==> src/rtl/dimslew_pkg.sv <==
package dimslew_pkg;

    typedef enum logic [1:0] {
        ST_HOLD,
        ST_RISE,
        ST_FALL,
        ST_FORCED
    } ramp_state_t;

    typedef enum logic [1:0] {
        OT_AWAKE,
        OT_COUNTING,
        OT_ASLEEP
    } off_state_t;

endpackage

==> src/rtl/dimslew_tick.sv <==
module dimslew_tick #(
    parameter int STEP_CYC = 4170
) (
    input  logic clk,
    input  logic rst,
    output logic tick
);
    localparam int CNT_W = $clog2(STEP_CYC);
    localparam logic [CNT_W-1:0] LAST = CNT_W'(STEP_CYC - 1);

    logic [CNT_W-1:0] cnt_q;

    always_ff @(posedge clk) begin
        if (rst) begin
            cnt_q <= '0;
        end else if (cnt_q == LAST) begin
            cnt_q <= '0;
        end else begin
            cnt_q <= cnt_q + 1'b1;
        end
    end

    assign tick = (cnt_q == LAST);


    tick_gap_chk: assert property (@(posedge clk) disable iff (rst)
        tick |=> !tick);


    tick_cnt_range_chk: assert property (@(posedge clk) disable iff (rst)
        cnt_q <= LAST);

endmodule

==> src/rtl/dimslew_ramp.sv <==
module dimslew_ramp
    import dimslew_pkg::*;
#(
    parameter int CODE_W = 8
) (
    input  logic              clk,
    input  logic              rst,
    input  logic              tick,
    input  logic [CODE_W-1:0] target_code,
    input  logic              force_full,
    output logic [CODE_W-1:0] applied_code
);
    localparam logic [CODE_W-1:0] TOP_CODE = '1;
    localparam logic [CODE_W-1:0] ONE_STEP = {{(CODE_W-1){1'b0}}, 1'b1};

    ramp_state_t       state_q, state_d;
    logic [CODE_W-1:0] step_q, step_d;

    // next-state selection
    always_comb begin
        if (force_full) begin
            state_d = ST_FORCED;
        end else if (step_q < target_code) begin
            state_d = ST_RISE;
        end else if (step_q > target_code) begin
            state_d = ST_FALL;
        end else begin
            state_d = ST_HOLD;
        end
    end

    // state register
    always_ff @(posedge clk) begin
        if (rst) begin
            state_q <= ST_HOLD;
            step_q  <= '0;
        end else begin
            state_q <= state_d;
            step_q  <= step_d;
        end
    end

    // outputs
    always_comb begin
        step_d       = step_q;
        applied_code = step_q;
        unique case (state_d)
            ST_FORCED: begin
                step_d       = TOP_CODE;
                applied_code = TOP_CODE;
            end
            ST_RISE: if (tick) step_d = step_q + ONE_STEP;
            ST_FALL: if (tick) step_d = step_q - ONE_STEP;
            ST_HOLD: step_d = step_q;
            default: step_d = step_q;
        endcase
    end


    move_on_tick_chk: assert property (@(posedge clk) disable iff (rst)
        (state_q != ST_FORCED && step_q != $past(step_q)) |-> $past(tick));


    single_step_chk: assert property (@(posedge clk) disable iff (rst)
        (!$past(force_full)) |->
        (step_q == $past(step_q) || step_q == $past(step_q) + ONE_STEP ||
         step_q == $past(step_q) - ONE_STEP));


    rise_no_overshoot_chk: assert property (@(posedge clk) disable iff (rst)
        (!$past(force_full) && $past(step_q) <= $past(target_code)) |->
        (step_q <= $past(target_code)));


    fall_no_overshoot_chk: assert property (@(posedge clk) disable iff (rst)
        (!$past(force_full) && $past(step_q) >= $past(target_code)) |->
        (step_q >= $past(target_code)));

endmodule

==> src/rtl/dimslew_offtimer.sv <==
module dimslew_offtimer
    import dimslew_pkg::*;
#(
    parameter int OFF_CYC = 100000
) (
    input  logic clk,
    input  logic rst,
    input  logic zero_req,
    output logic low_power_en
);
    localparam int OFF_W = $clog2(OFF_CYC);
    localparam logic [OFF_W-1:0] LAST = OFF_W'(OFF_CYC - 1);

    off_state_t       st_q, st_d;
    logic [OFF_W-1:0] cnt_q, cnt_d;

    // next-state selection
    always_comb begin
        st_d = st_q;
        unique case (st_q)
            OT_AWAKE:    if (zero_req) st_d = OT_COUNTING;
            OT_COUNTING: begin
                if (!zero_req)         st_d = OT_AWAKE;
                else if (cnt_q == LAST) st_d = OT_ASLEEP;
            end
            OT_ASLEEP:   if (!zero_req) st_d = OT_AWAKE;
            default:     st_d = OT_AWAKE;
        endcase
    end

    // state register
    always_ff @(posedge clk) begin
        if (rst) begin
            st_q  <= OT_AWAKE;
            cnt_q <= '0;
        end else begin
            st_q  <= st_d;
            cnt_q <= cnt_d;
        end
    end

    // outputs
    always_comb begin
        cnt_d        = '0;
        low_power_en = 1'b0;
        unique case (st_q)
            OT_COUNTING: if (zero_req && cnt_q != LAST) cnt_d = cnt_q + 1'b1;
            OT_ASLEEP:   low_power_en = zero_req;
            OT_AWAKE:    cnt_d = '0;
            default:     cnt_d = '0;
        endcase
    end


    sleep_entry_chk: assert property (@(posedge clk) disable iff (rst)
        $rose(st_q == OT_ASLEEP) |->
        ($past(st_q) == OT_COUNTING && $past(cnt_q) == LAST));


    lp_needs_request_chk: assert property (@(posedge clk) disable iff (rst)
        low_power_en |-> $past(zero_req));


    wake_chk: assert property (@(posedge clk) disable iff (rst)
        (st_q != OT_AWAKE && !zero_req) |=> (st_q == OT_AWAKE && cnt_q == '0));

endmodule

==> src/rtl/dim_slew_limiter.sv <==
module dim_slew_limiter #(
    parameter int CODE_W     = 8,
    parameter int STEP_BASE  = 4170,
    parameter int OFF_CYCLES = 100000,
    parameter bit FIFTY_HZ   = 1'b0
) (
    input  logic              clk,
    input  logic              rst,
    input  logic [CODE_W-1:0] target_code,
    input  logic              force_full,
    output logic [CODE_W-1:0] applied_code,
    output logic              low_power_en
);
    localparam int STEP_CYC = FIFTY_HZ ? (STEP_BASE * 6) / 5 : STEP_BASE;

    logic tick;
    logic zero_req;

    assign zero_req = (target_code == '0) && !force_full;

    dimslew_tick #(.STEP_CYC(STEP_CYC)) u_tick (
        .clk  (clk),
        .rst  (rst),
        .tick (tick)
    );

    dimslew_ramp #(.CODE_W(CODE_W)) u_ramp (
        .clk          (clk),
        .rst          (rst),
        .tick         (tick),
        .target_code  (target_code),
        .force_full   (force_full),
        .applied_code (applied_code)
    );

    dimslew_offtimer #(.OFF_CYC(OFF_CYCLES)) u_off (
        .clk          (clk),
        .rst          (rst),
        .zero_req     (zero_req),
        .low_power_en (low_power_en)
    );


    force_no_lp_chk: assert property (@(posedge clk) disable iff (rst)
        force_full |-> !low_power_en);

endmodule

==> config.mk <==
export PLATFORM = sky130hd
export DESIGN_NAME = dim_slew_limiter
export DESIGN_NICKNAME = d
export VERILOG_FILES = /design/src/rtl/dimslew_pkg.sv /design/src/rtl/dimslew_tick.sv /design/src/rtl/dimslew_ramp.sv /design/src/rtl/dimslew_offtimer.sv /design/src/rtl/dim_slew_limiter.sv
export SDC_FILE = /design/constraint.sdc
export NUM_CORES = 1
export LEC_CHECK = 0
export BUFFER_PORTS_ARGS = -buffer_cell sky130_fd_sc_hd__buf_4
export CORE_UTILIZATION = 53
export CTS_CLUSTER_DIAMETER = 60
export DETAILED_ROUTE_END_ITERATION = 12
export PLACE_DENSITY = 0.75
export SYNTH_ARGS = -nofsm -noshare
export SYNTH_HDL_FRONTEND = slang
export SYNTH_SLANG_ARGS = --single-unit
==> constraint.sdc <==
create_clock -name clk -period 3.7 [get_ports clk]
set_clock_uncertainty 0.2 [all_clocks]
set_input_delay 0.74 -clock clk [delete_from_list [all_inputs] [get_ports clk]]
set_output_delay 0.74 -clock clk [all_outputs]
set_load 0.05 [all_outputs]
Word level (Yosys, flattened, before mapping)
Cells that the tools add are included.
Word-level totals
  bits in registers: 40
  logic and storage cells: 49
Cells by class
  eq/ne operators: 13
  multiplexer cells: 13
  bitwise operators: 3
  magnitude comparators: 2
  reductions and logical operators: 10
  add/sub/neg operators: 4
Operator list (number)
  8-bit 2-to-1 mux: 3
  8-bit one-hot mux with 3 select lines: 1
  17-bit by 1-bit adder with 17-bit output, second input constant: 1
  17-bit == test, second input constant: 1
  17-bit != test, second input constant: 1
  2-bit 2-to-1 mux: 7
  13-bit by 1-bit adder with 13-bit output, second input constant: 1
  13-bit == test, second input constant: 1
  8-bit by 1-bit adder with 8-bit output, second input constant: 1
  8-bit greater-than comparator: 1
  8-bit zero test: 1
  8-bit less-than comparator: 1
  8-bit by 1-bit subtractor with 8-bit output, second input constant: 1
  2-bit == test, second input constant: 3
  2-bit != test, second input constant: 3
  2-bit one-hot mux with 3 select lines: 1
  3-bit AND reduction: 2
  2-bit by 1-bit == test with 1-bit output, second input constant: 2
  2-bit zero test: 2
  3-bit != test, second input constant: 1
  1-bit inverter: 3
  3-bit OR reduction: 1
  1-bit logical AND: 2
  2-bit by 1-bit != test with 1-bit output, second input constant: 1
  other kinds (3): 3

Longest topological paths before layout
Gate-level depths: netlist of run 1.
  word-level depth: 7
  mapped depth: 14

By module
From an unflattened synthesis of run 1, not the netlist that was laid out.
Unflattened totals
  cell total of the unflattened synthesis: 273
  area, all modules: 2379.8 µm²
By module, submodules not included
  dimslew_offtimer: seq. area each 380.4 µm², cells each 98, area each 888.4 µm², times used 1
  dimslew_ramp: seq. area each 160.2 µm², cells each 106, area each 847.1 µm², times used 1
  dimslew_tick: seq. area each 260.2 µm², cells each 66, area each 618.1 µm², times used 1
  dim_slew_limiter: seq. area each 0.0 µm², cells each 3, area each 26.3 µm², times used 1

Least setup slack after synthesis of run 1
OpenSTA, ideal clock, no wires.
  kind: input port to flip-flop
  from: in target_code[7]
  to: reg u_ramp.step_q[7]
  required time: 3426 ps
  stages on the path: 14
  arrival time: 3258 ps
  path buffers: 0
  slack: 168 ps
  cells stage by stage: inv_1 > ha_1 > nand4_1 > nor3b_1 > o21ai_0 > and2_1 > inv_1 > ha_1 > a211oi_1 > o21ai_0 > a21oi_1 > a21oi_1 > or4_1 > a31oi_1
Between the ends
  word-level cells in the longest chain between the ends: 7
Ends and longest elaborated chain
  start: declaration: line dim_slew_limiter.sv:9  | input logic [CODE_W-1:0] target_code,
  8-bit greater-than comparator: line dimslew_ramp.sv:25  | end else if (step_q > target_code) begin
  2-bit 2-to-1 mux: line dimslew_ramp.sv:25
  2-bit 2-to-1 mux (*): line dimslew_ramp.sv:23  | end else if (step_q < target_code) begin
  2-bit 2-to-1 mux (*): line dimslew_ramp.sv:21  | if (force_full) begin
  2-bit == test (tied with other cells): line dimslew_ramp.sv:47  | unique case (state_d)
  2-bit != test (no line) / 1-bit inverter (equally long branches)
  3-bit AND reduction (no line)
  end signal: assignment: line dimslew_ramp.sv:39  | step_q <= step_d;
  end: declaration: line dimslew_ramp.sv:17  | logic [CODE_W-1:0] step_q, step_d;
Mark *: on every way between the ends. The rest lies on a longest branch, timed or not.
A chain may end at the register's enable or synchronous reset.

Final worst setup path of run 1
Ends and elaborated chain as after synthesis.

==> results of run 1 <==
==> worst reg2reg max path, cell delays in order (launching register included) <==
cell and delay [ps]:
dfxtp_1 380, inv_1 130, ha_1 310, nand4_1 140, nor3b_2 190, o21ai_0 100
and2_1 190, inv_1 90, ha_1 310, a211oi_2 240, o21ai_0 140, a21oi_2 170
a21oi_1 70, or4_1 490, a31oi_1 160
==> layer usage <==
metal  part of all wire (%)  vias up  GRT usage (%)
li1                       -      958              -
met2                     47       32          36.50
met3                    3.4       10          4.795
met1                     48      849          26.74
met5                      0        -              0
met4                    1.8        0          9.043
==> cell usage after synthesis (6+ instances only) <==
master | number | share of area [%]
a21oi_1 | 14 | 3.1
and3_1 | 7 | 2.0
dfxtp_1 | 40 | 36
ha_1 | 17 | 9.5
inv_1 | 17 | 2.8
nand2_1 | 15 | 2.5
nand3_1 | 14 | 3.1
nor2_1 | 43 | 7.2
o21ai_0 | 9 | 2.0
or2_2 | 6 | 1.7
xnor2_1 | 14 | 5.5
xor2_1 | 16 | 6.2
==> worst min path at each step <==
stage                                    start                          to  cells after the start
finish               u_off.cnt_q[0]$_SDFF_PP0_   u_off.cnt_q[0]$_SDFF_PP0_                      1
global route        u_tick.cnt_q[0]$_SDFF_PP0_  u_tick.cnt_q[0]$_SDFF_PP0_                      1
CTS                  u_off.cnt_q[0]$_SDFF_PP0_   u_off.cnt_q[0]$_SDFF_PP0_                      1
detailed placement  u_tick.cnt_q[0]$_SDFF_PP0_  u_tick.cnt_q[0]$_SDFF_PP0_                      1
global placement     u_off.cnt_q[0]$_SDFF_PP0_   u_off.cnt_q[0]$_SDFF_PP0_                      1
floorplan            u_off.cnt_q[0]$_SDFF_PP0_   u_off.cnt_q[0]$_SDFF_PP0_                      1
==> through the flow <==
stage	power [mW]	setup slack (ps)	utilization (%)	hold WS, ps
final	1.024	171.3	64.97	270.3
after global routing	1.064	19.34	64.97	302.4
after CTS	1.023	78.15	64.47	276.6
after detailed placement	0.6067	-77.35	61.27	256.4
after global placement	0.6020	4.291	61.27	243.3
after floorplan	0.5574	168.2	-	229.9
==> logic make-up after synthesis <==
logic type / Yosys count / share of synthesized area [%]
simple gates: 115 / 26.62
fa+ha+maj: 18 / 10.38
xor+xnor: 30 / 11.72
buf+inv: 24 / 4.743
flops: 40 / 35.71
mux: 5 / 2.288
compound gates: 33 / 8.538
==> registers in the layout, summed over array words and instances, names as in the netlist <==
name / flops
u_tick.cnt_q: 13
u_ramp.step_q: 8
u_off.cnt_q: 17
u_off.st_q: 2
==> power by group through the flow <==
| stage | clock network (mW) | logic (mW) | registers, mW |
|---|---|---|---|
| finish | 0.420 | 0.154 | 0.449 |
| global route | 0.442 | 0.171 | 0.450 |
| CTS | 0.423 | 0.150 | 0.449 |
| detailed placement | 0 | 0.147 | 0.460 |
| global placement | 0 | 0.143 | 0.459 |
| floorplan | 0 | 0.102 | 0.456 |
==> final cells by class <==
| type | instances | area share [%] |
|---|---|---|
| Multi-Input combinational cell | 201 | 51.77 |
| Sequential cell | 40 | 30.59 |
| Tap cell | 50 | 2.390 |
| Timing Repair Buffer | 27 | 7.744 |
| Clock buffer | 5 | 2.629 |
| Inverter | 18 | 2.581 |
| Clock inverter | 2 | 2.294 |
==> reports/results.txt, run 1 <==
Least-Margin Pin Slew: 539.8 ps
DRC violations left: 0
hpwl dp: 3.248 mm
Sequential Area: 800.8 um2
vias in the first global route: 1,721
Initial Util: 55.65%
Worst setup startpoint: target_code[7]
Switching Power: 0.2512 mW
end of the critical path: u_ramp.step_q[7]$_SDFFE_PP0P_
number of max-cap violations: 0
multi-input combinational cell area: 1355 um2
fin. max-slew vios: 0
Vias per Instance: 5.391
Worst path max stage delay: 490 ps
Async S/R FF share, synth: 0%
Pwr Density: 391.2 nW/um2
commonest non-fill, non-tap cell in the layout: nor2_1
most frequent cells in the layout: nor2_1 (43), dfxtp_1 (40), buf_4 (27)
number of synthesized register bits: 40
WP data arrival: 3560 ps
Tmin final: 3529 ps
Core Region: 4029 um2
Hold Path Class: flip-flop to flip-flop
RD Place Congestion: 0.7816
CP delay by family, top: compound AO/OA/AOI/OAI gates
P_int: 0.7728 mW
post-synthesis sequential area ratio: 35.71%
crit path max-delay cell type: or4_1
Yosys cell types: 43
# diodes: 0
worst-case clock buffer depth: 2
share of cells above drive strength 1: 16.72%
Avg WL per Cell: 13.14 um
insertion delay to the later sink of the worst-skew pair: 300 ps
outcome: finished clean
post-CTS setup buffers: 0
placed insts: 336
initial antenna violation count: 0
Worst Path Buf+Inv: 3
first-pass GRT wire length: 7.452 mm
Fin. Hold Viols: 0
Core Rows: 23
CTS Buf Count: 5
Final TNS setup: 0 ps
Synth Flop Type: dfxtp_1
Reg2Reg Depth: 14
CTS resizes: 0
CP Depth: 15
Clock Sinks: 40
R2R Setup Slk: 330 ps
Reg clk slew, reported paths: 80 ps
Area Growth Syn to Fin: 16.74%
fin area: 2618 um2
CP Launch Type: input pin
DR pass1 iterations: 4
Port Buf Inserts: 19
worst vdd ir: 205.0 uV
num ports: 20
DIE HEIGHT: 67.04 um
H-tree depth: 2
GRT Total Usage: 21.88%
relative slew slack: 63.92%
clk root buf: clkbuf_8
reg2reg start: u_ramp.step_q[0]$_SDFFE_PP0P_
largest net degree at the start of global routing: 17
die area: 4494 um2
RSZ-0062 raised after global routing: no
Final period util: 95.37%
Die Width: 67.04 um
Logic pwr share: 15.1%
switch share: 24.53%
cell area after synthesis: 2242 um2
clock share of power: 41.0%
Seq pwr share: 43.9%
placed cell areas: 2469 um2
synthesized area per cell: 8.461 um2
CP Data Required Time: 3730 ps
number of synthesized flops with an enable pin: 0
Crit Path Max Fanout: 4
DRT Wirelength: 4.507 mm
Initial DRC Count: 101
FILL cells: 363
CTS tree: built
Synthesis Warnings: 0
LEAKAGE: 1.084 nW
Hold-fix buffers, CTS: 0
Non-Filler Instances: 343
Synth Instances: 265
fmax: 0.2834 GHz
Final setup viols: 0
Syn Nets: 294
final net count: 322
post-route ant nets: 0
R2R Path End: u_ramp.step_q[7]$_SDFFE_PP0P_
kind of critical path: input pin to flip-flop
grt ovf: 0
Crit. End Element: flip-flop
Via Count: 1,849
Critical Path, Cell by Cell: buf_4, inv_1, ha_1, a21oi_1, o21ai_1, o211ai_1, and2_1, inv_1, ha_1, a211oi_2, o21ai_0, a21oi_2, a21oi_1, or4_1, a31oi_1
Note: power is estimated with default switching activity, not from simulation.
==> run 2, diff against run 1 <==
--- a/config.mk
+++ b/config.mk
@@ -5,6 +5,7 @@
 export SDC_FILE = /design/constraint.sdc
 export NUM_CORES = 1
 export LEC_CHECK = 0
+export ABC_AREA = 1
 export BUFFER_PORTS_ARGS = -buffer_cell sky130_fd_sc_hd__buf_4
 export CORE_UTILIZATION = 53
 export CTS_CLUSTER_DIAMETER = 60
==> reports/results.txt, run 2 <==
outcome: finished clean
commonest non-fill, non-tap cell in the layout: nand2_1
insertion delay to the later sink of the worst-skew pair: 290 ps (about the same)
max reg flops: 17 (unchanged)
Fin. Hold Viols: 0 (unchanged)
Initial Util: 56.98% (+1.3 points)
Port Buf Inserts: 19 (unchanged)
area leader, netlist: dfxtp_1
Design Power: 0.9389 mW (-8.3%)
synthesized area per cell: 7.192 um2 (-15%)
CTS Buf Count: 5 (unchanged)
CP Launch Type: input pin
CTS tree: built
Yosys cell types: 30 (-30%)
Final setup viols: 0 (unchanged)
crit path max-delay cell type: ha_1
num ports: 20 (unchanged)
relative slew slack: 73.88% (+10 points)
grt ovf: 0 (unchanged)
largest register by flop count: u_off.cnt_q
Sequential Area: 800.8 um2 (unchanged)
Async S/R FF share, synth: 0% (unchanged)
top cell type's share of synthesized area: 34.15% (-1.6 points)
Worst Path Buf+Inv: 3 (unchanged)
number of synthesized register bits: 40 (unchanged)
Pwr Density: 354.6 nW/um2 (-9.3%)
Crit. End Element: flip-flop
synth top area cells: dfxtp_1 (34%), nand2_1 (9.9%), ha_1 (9.1%)
fmax: 0.3221 GHz (+14%)
Final TNS setup: 0 ps (unchanged)
final core occ: 64.34% (-0.63 points)
vias in the first global route: 1,899 (+10%)
post-synthesis sequential area ratio: 34.15% (-1.6 points)
biggest regs: u_off.cnt_q x17, u_tick.cnt_q x13, u_ramp.step_q x8
clk root buf: clkbuf_8
most frequent cells in the layout: nand2_1 (62), inv_1 (50), dfxtp_1 (40)
worst-case clock buffer depth: 2 (unchanged)
Hold Path Class: flip-flop to flip-flop
DR pass1 iterations: 4 (unchanged)
# diodes: 0 (unchanged)
RSZ-0062 raised after global routing: no
kind of critical path: input pin to flip-flop
R2R Setup Slk: 740 ps (+410 ps)
Synth Flop Type: dfxtp_1
CTS resizes: 0 (unchanged)
DRT Wirelength: 4.508 mm (about the same)
DIE HEIGHT: 68.52 um (+2.2%)
post-CTS setup buffers: 0 (unchanged)
H-tree depth: 2 (unchanged)
hpwl dp: 3.374 mm (+3.9%)
LEAKAGE: 1.147 nW (+5.8%)
Area Growth Syn to Fin: 12.91%
final net count: 379 (+18%)
Core Rows: 23 (unchanged)
CP Data Required Time: 3690 ps (-40 ps)
Commonest cells post-synth: nand2_1 (62), inv_1 (50), dfxtp_1 (40)
first-pass GRT wire length: 7.548 mm (+1.3%)
initial antenna violation count: 0 (unchanged)
Clock Sinks: 40 (unchanged)
Critical Path, Cell by Cell: buf_4, inv_1, ha_1, nand2_1, nor2_1, a21oi_1, nand2_1, inv_1, ha_1, a21oi_1, o21ai_0, nand2_1, nand2_1, a21oi_1, nor2_1, nor3b_1, nor2_1
Synth Instances: 326 (+23%)
GRT Total Usage: 21.55% (-0.33 points)
WP data arrival: 3090 ps (-470 ps)
Via Count: 2,050 (+11%)
Synthesis Warnings: 0 (unchanged)
Tmin final: 3105 ps (-424.1 ps)
cell area after synthesis: 2345 um2 (+4.6%)
number of max-cap violations: 0 (unchanged)
Initial DRC Count: 83 (-18%)
worst vdd ir: 234.6 uV (+14%)
Crit Path Max Fanout: 6 (+2)
FILL cells: 360 (-0.83%)
RD Place Congestion: 0.8503 (+8.8%)
Reg clk slew, reported paths: 80 ps (about the same)
DRC violations left: 0 (unchanged)
Syn Nets: 355 (+21%)
Avg WL per Cell: 11.24 um (-14%)
most frequent cell after synthesis: nand2_1
share of cells above drive strength 1: 13.96% (-2.8 points)
Core Region: 4115 um2 (+2.1%)
Die Width: 68.52 um (+2.2%)
Worst path max stage delay: 300 ps (-190 ps)
Hold-fix buffers, CTS: 0 (unchanged)
post-route ant nets: 0 (unchanged)
multi-input combinational cell area: 1343 um2 (-0.92%)
largest net degree at the start of global routing: 14 (-3)
number of synthesized flops with an enable pin: 0 (unchanged)
Final period util: 83.91% (-11 points)
die area: 4694 um2 (+4.4%)
Least-Margin Pin Slew: 390.9 ps (-148.9 ps)
most used cell, CP: nand2_1
Vias per Instance: 5.112 (-5.2%)
fin. max-slew vios: 0 (unchanged)
CP delay by family, top: simple AND/OR/NAND/NOR gates
-- run 2: per-layer routing --
metal,share of wire (%),global-route usage (%),vias up
li1,-,-,1103
met1,48,25.45,890
met2,46,37.13,49
met3,4.8,4.276,8
met4,1.9,10.16,0
met5,0,0,-
-- run 2: area by class of cell --
type,instances,share of cell area [%]
Clock buffer,6,2.741
Inverter,51,7.231
Multi-Input combinational cell,233,50.71
Sequential cell,40,30.25
Tap cell,50,2.363
Clock inverter,2,1.323
Timing Repair Buffer,19,5.388
-- run 2: power by group --
group / total, mW / internal (mW) / switching (mW) / leakage, nW
Combinational: 0.138 / 0.0536 / 0.0847 / 0.767
Clock: 0.351 / 0.200 / 0.151 / 0.0552
Sequential: 0.449 / 0.439 / 0.0102 / 0.325
-- run 2: worst reg2reg max path, cell delays in order, from the launching register on --
cell	delay, ps
dfxtp_1	380
inv_1	120
ha_1	280
nand2_1	60
nor2_1	50
a21oi_1	260
nand2_1	170
inv_1	190
ha_1	300
a21oi_1	150
o21ai_0	140
nand2_1	90
nand2_1	50
a21oi_1	160
nor2_1	60
nor3b_1	170
nor2_1	50
-- run 2: stage by stage --
stage / cells / area (um2) / hold slack (ps) / setup WS (ps)
2_1_floorplan: 326 / 2345 / 230.3 / 629.9
3_3_place_gp: 393 / 2540 / 241.0 / 417.5
3_5_place_dp: 393 / 2540 / 259.4 / 296.8
4_1_cts: 401 / 2648 / 277.7 / 606.6
5_1_grt: 401 / 2648 / 297.4 / 283.7
6_report: 401 / 2648 / 276.9 / 595.4
-- run 2: logic make-up after synthesis --
logic type	after synthesis	synth area share (%)
flops	40	34.15
xor+xnor	8	2.988
simple gates	160	33.62
compound gates	47	10.73
buf+inv	53	8.591
fa+ha+maj	18	9.925
-- run 2: path summary, 6_finish.rpt --
path,to,depth (start not counted),start
worst max-delay path,u_ramp.step_q[6]$_SDFFE_PP0P_,17,target_code[7]
worst min-delay path,u_off.cnt_q[0]$_SDFF_PP0_,1,u_off.cnt_q[0]$_SDFF_PP0_
worst max register to register,u_ramp.step_q[6]$_SDFFE_PP0P_,16,u_ramp.step_q[0]$_SDFFE_PP0P_
worst min register to register,u_off.cnt_q[0]$_SDFF_PP0_,1,u_off.cnt_q[0]$_SDFF_PP0_
==> run 3, diff against run 2 <==
--- a/config.mk
+++ b/config.mk
@@ -5,7 +5,7 @@
 export SDC_FILE = /design/constraint.sdc
 export NUM_CORES = 1
 export LEC_CHECK = 0
-export ABC_AREA = 1
+export ABC_AREA = 0
 export BUFFER_PORTS_ARGS = -buffer_cell sky130_fd_sc_hd__buf_4
 export CORE_UTILIZATION = 53
 export CTS_CLUSTER_DIAMETER = 60
==> constraint.sdc (replaced) <==
create_clock -name clk -period 2.7 [get_ports clk]
set_clock_uncertainty 0.2 [all_clocks]
set_input_delay 0.54 -clock clk [delete_from_list [all_inputs] [get_ports clk]]
set_output_delay 0.54 -clock clk [all_outputs]
set_load 0.05 [all_outputs]
==> reports/results.txt, run 3 (synthesis results as in run 1) <==
Vias per Instance: 5.316 (+4.0%)
commonest non-fill, non-tap cell in the layout: buf_4
CTS Buf Count: 5 (unchanged)
first-pass GRT wire length: 8.383 mm (+11%)
hpwl dp: 3.516 mm (+4.2%)
Avg WL per Cell: 13.36 um (+19%)
kind of critical path: input pin to flip-flop
outcome: complete, but fails checks
# diodes: 0 (unchanged)
switch share: 28.77% (+2.6 points)
fmax: 0.3146 GHz
LEAKAGE: 1.220 nW (+6.3%)
largest net degree at the start of global routing: 14 (unchanged)
Logic pwr share: 23.7% (+9.0 points)
worst vdd ir: 345.7 uV (+47%)
reg2reg start: u_ramp.step_q[0]$_SDFFE_PP0P_
num ports: 20 (unchanged)
Fin. Hold Viols: 0 (unchanged)
CP Data Required Time: 2720 ps (-970 ps)
CP Launch Type: input pin
RD Place Congestion: 0.8156 (-4.1%)
Least-Margin Pin Slew: 316.8 ps (-74.14 ps)
Reg clk slew, reported paths: 80 ps (about the same)
grt ovf: 0 (unchanged)
fin area: 3077 um2 (+16%)
relative slew slack: 78.80% (+4.9 points)
Worst setup startpoint: target_code[2]
worst-case clock buffer depth: 2 (unchanged)
final net count: 355 (-6.3%)
Final setup viols: 4 (+4)
die area: 4494 um2 (-4.3%)
post-route ant nets: 0 (unchanged)
final worst setup slack: -479.1 ps (-1074 ps)
Pwr Density: 426.1 nW/um2 (+20%)
Max Used Layer: met4
DIE HEIGHT: 67.04 um (-2.2%)
DRC violations left: 0 (unchanged)
Switching Power: 0.3771 mW (+53%)
insertion delay to the later sink of the worst-skew pair: 290 ps (about the same)
share of cells above drive strength 1: 36.50% (+23 points)
Hold Path Class: flip-flop to flip-flop
Initial Util: 55.65% (-1.3 points)
clock share of power: 29.3% (-8.1 points)
Clock Sinks: 40 (unchanged)
clk root buf: clkbuf_8
placed insts: 359 (-8.7%)
H-tree depth: 2 (unchanged)
most frequent cells in the layout: buf_4 (55), nor2_1 (42), dfxtp_1 (35)
Crit Path Max Fanout: 6 (unchanged)
RSZ-0062 raised after global routing: yes
Core Region: 4029 um2 (-2.1%)
met1 WL: 2.276 mm (+6.2%)
Met2 Routed Length: 2.476 mm (+20%)
Hold-fix buffers, CTS: 0 (unchanged)
Tmin final: 3179 ps
fin. max-slew vios: 0 (unchanged)
CTS tree: built
DR pass1 iterations: 4 (unchanged)
number of max-cap violations: 0 (unchanged)
FILL cells: 302 (-16%)
P_int: 0.9339 mW (+35%)
WP data arrival: 3200 ps (+110 ps)
DRT Wirelength: 5.022 mm (+11%)
max reg flops: 17 (unchanged)
biggest regs: u_off.cnt_q x17, u_tick.cnt_q x13, u_ramp.step_q x8
Port Buf Inserts: 19 (unchanged)
Seq pwr share: 47.0% (-0.9 points)
Crit. End Element: flip-flop
largest register by flop count: u_off.cnt_q
failing checks: negative setup slack
Via Count: 1,999 (-2.5%)
Area Growth Syn to Fin: 37.22%
Die Width: 67.04 um (-2.2%)
GRT Total Usage: 25.14% (+3.6 points)
initial antenna violation count: 0 (unchanged)
Initial DRC Count: 116 (+40%)
placed cell areas: 2820 um2 (+11%)
Non-Filler Instances: 376 (-6.2%)
Setup WS pre-CTS: -725.6 ps (-1022 ps)
Met3 Wirelength: 199 um (-8.7%)
vias in the first global route: 1,913 (+0.74%)
Core Rows: 23 (unchanged)
hold_sp: u_off.cnt_q[0]$_SDFF_PP0_
Final period util: 117.7%
Design Power: 1.311 mW (+40%)
## run 3: changes by cell type in the layout (fill, tap and decap cells not counted), sizes merged, moves of 3 or more
cell and change:
o21ai -3, a21oi -13, and2 +3, nand4 -4, buf +41, nor4 +3, nor3 -8, inv -34
xor2 +11, mux2i +4, nand2 -48, and3 +6, xnor2 +11, nand3 -8
## run 3: through the flow
step / setup TNS [ps] / hold WS [ps] / util, %
6_report: -1229 / 268.9 / 76.37
5_1_grt: -1695 / 306.5 / 76.37
4_1_cts: -646.2 / 270.2 / 75.71
3_3_place_gp: -1791 / 241.0 / 70.00
2_1_floorplan: -674.1 / 229.9 / -
3_5_place_dp: -2450 / 255.8 / 70.00
## run 3: timing repair
item / 4_1_cts / 5_1_grt
pin swaps: 15 / 12
endpoints found under the hold margin: 0 / 0
endpoints found under the setup margin: 4 / 5
resized for setup: 24 / 4
setup buffers: 9 / 1
## run 3: power by group through the flow
stage	Combinational, mW	Sequential, mW	Clock [mW]
floorplan	0.169	0.630	0
global placement	0.269	0.628	0
detailed placement	0.275	0.629	0
CTS	0.299	0.616	0.395
global route	0.338	0.618	0.420
finish	0.311	0.616	0.384
## run 3: metal layers
metal,GRT usage [%],vias up
li1,-,1026
met1,31.69,932
met2,41.50,33
met3,5.651,8
met4,8.777,0
met5,0,-
## run 3: worst paths after layout
path | cells past startpoint | slack (ps) | end
worst max-delay path | 14 | -480 | u_ramp.step_q[7]$_SDFFE_PP0P_
worst min register to register | 1 | 270 | u_off.cnt_q[0]$_SDFF_PP0_
worst max register to register | 13 | -470 | u_ramp.step_q[7]$_SDFFE_PP0P_
worst min-delay path | 1 | 270 | u_off.cnt_q[0]$_SDFF_PP0_
## run 3: area by class of cell
class | count | area, um2 | area share, %
clock buffer | 5 | 68.82 | 2.237
clock inverter | 2 | 12.51 | 0.4067
inverter | 18 | 92.59 | 3.009
multi-input combinational | 201 | 1564 | 50.83
sequential | 40 | 807.0 | 26.23
tap | 50 | 62.56 | 2.033
timing repair buffer | 60 | 469.2 | 15.25
## run 3: worst max-delay path: stages
cell,delay [ps]
buf_6,80
inv_2,40
ha_4,260
nand4_1,180
o211ai_1,340
and2_4,240
inv_8,60
ha_4,270
a211oi_2,60
o21ai_1,170
a21oi_2,90
and3_1,170
or4_1,530
a31oi_2,160
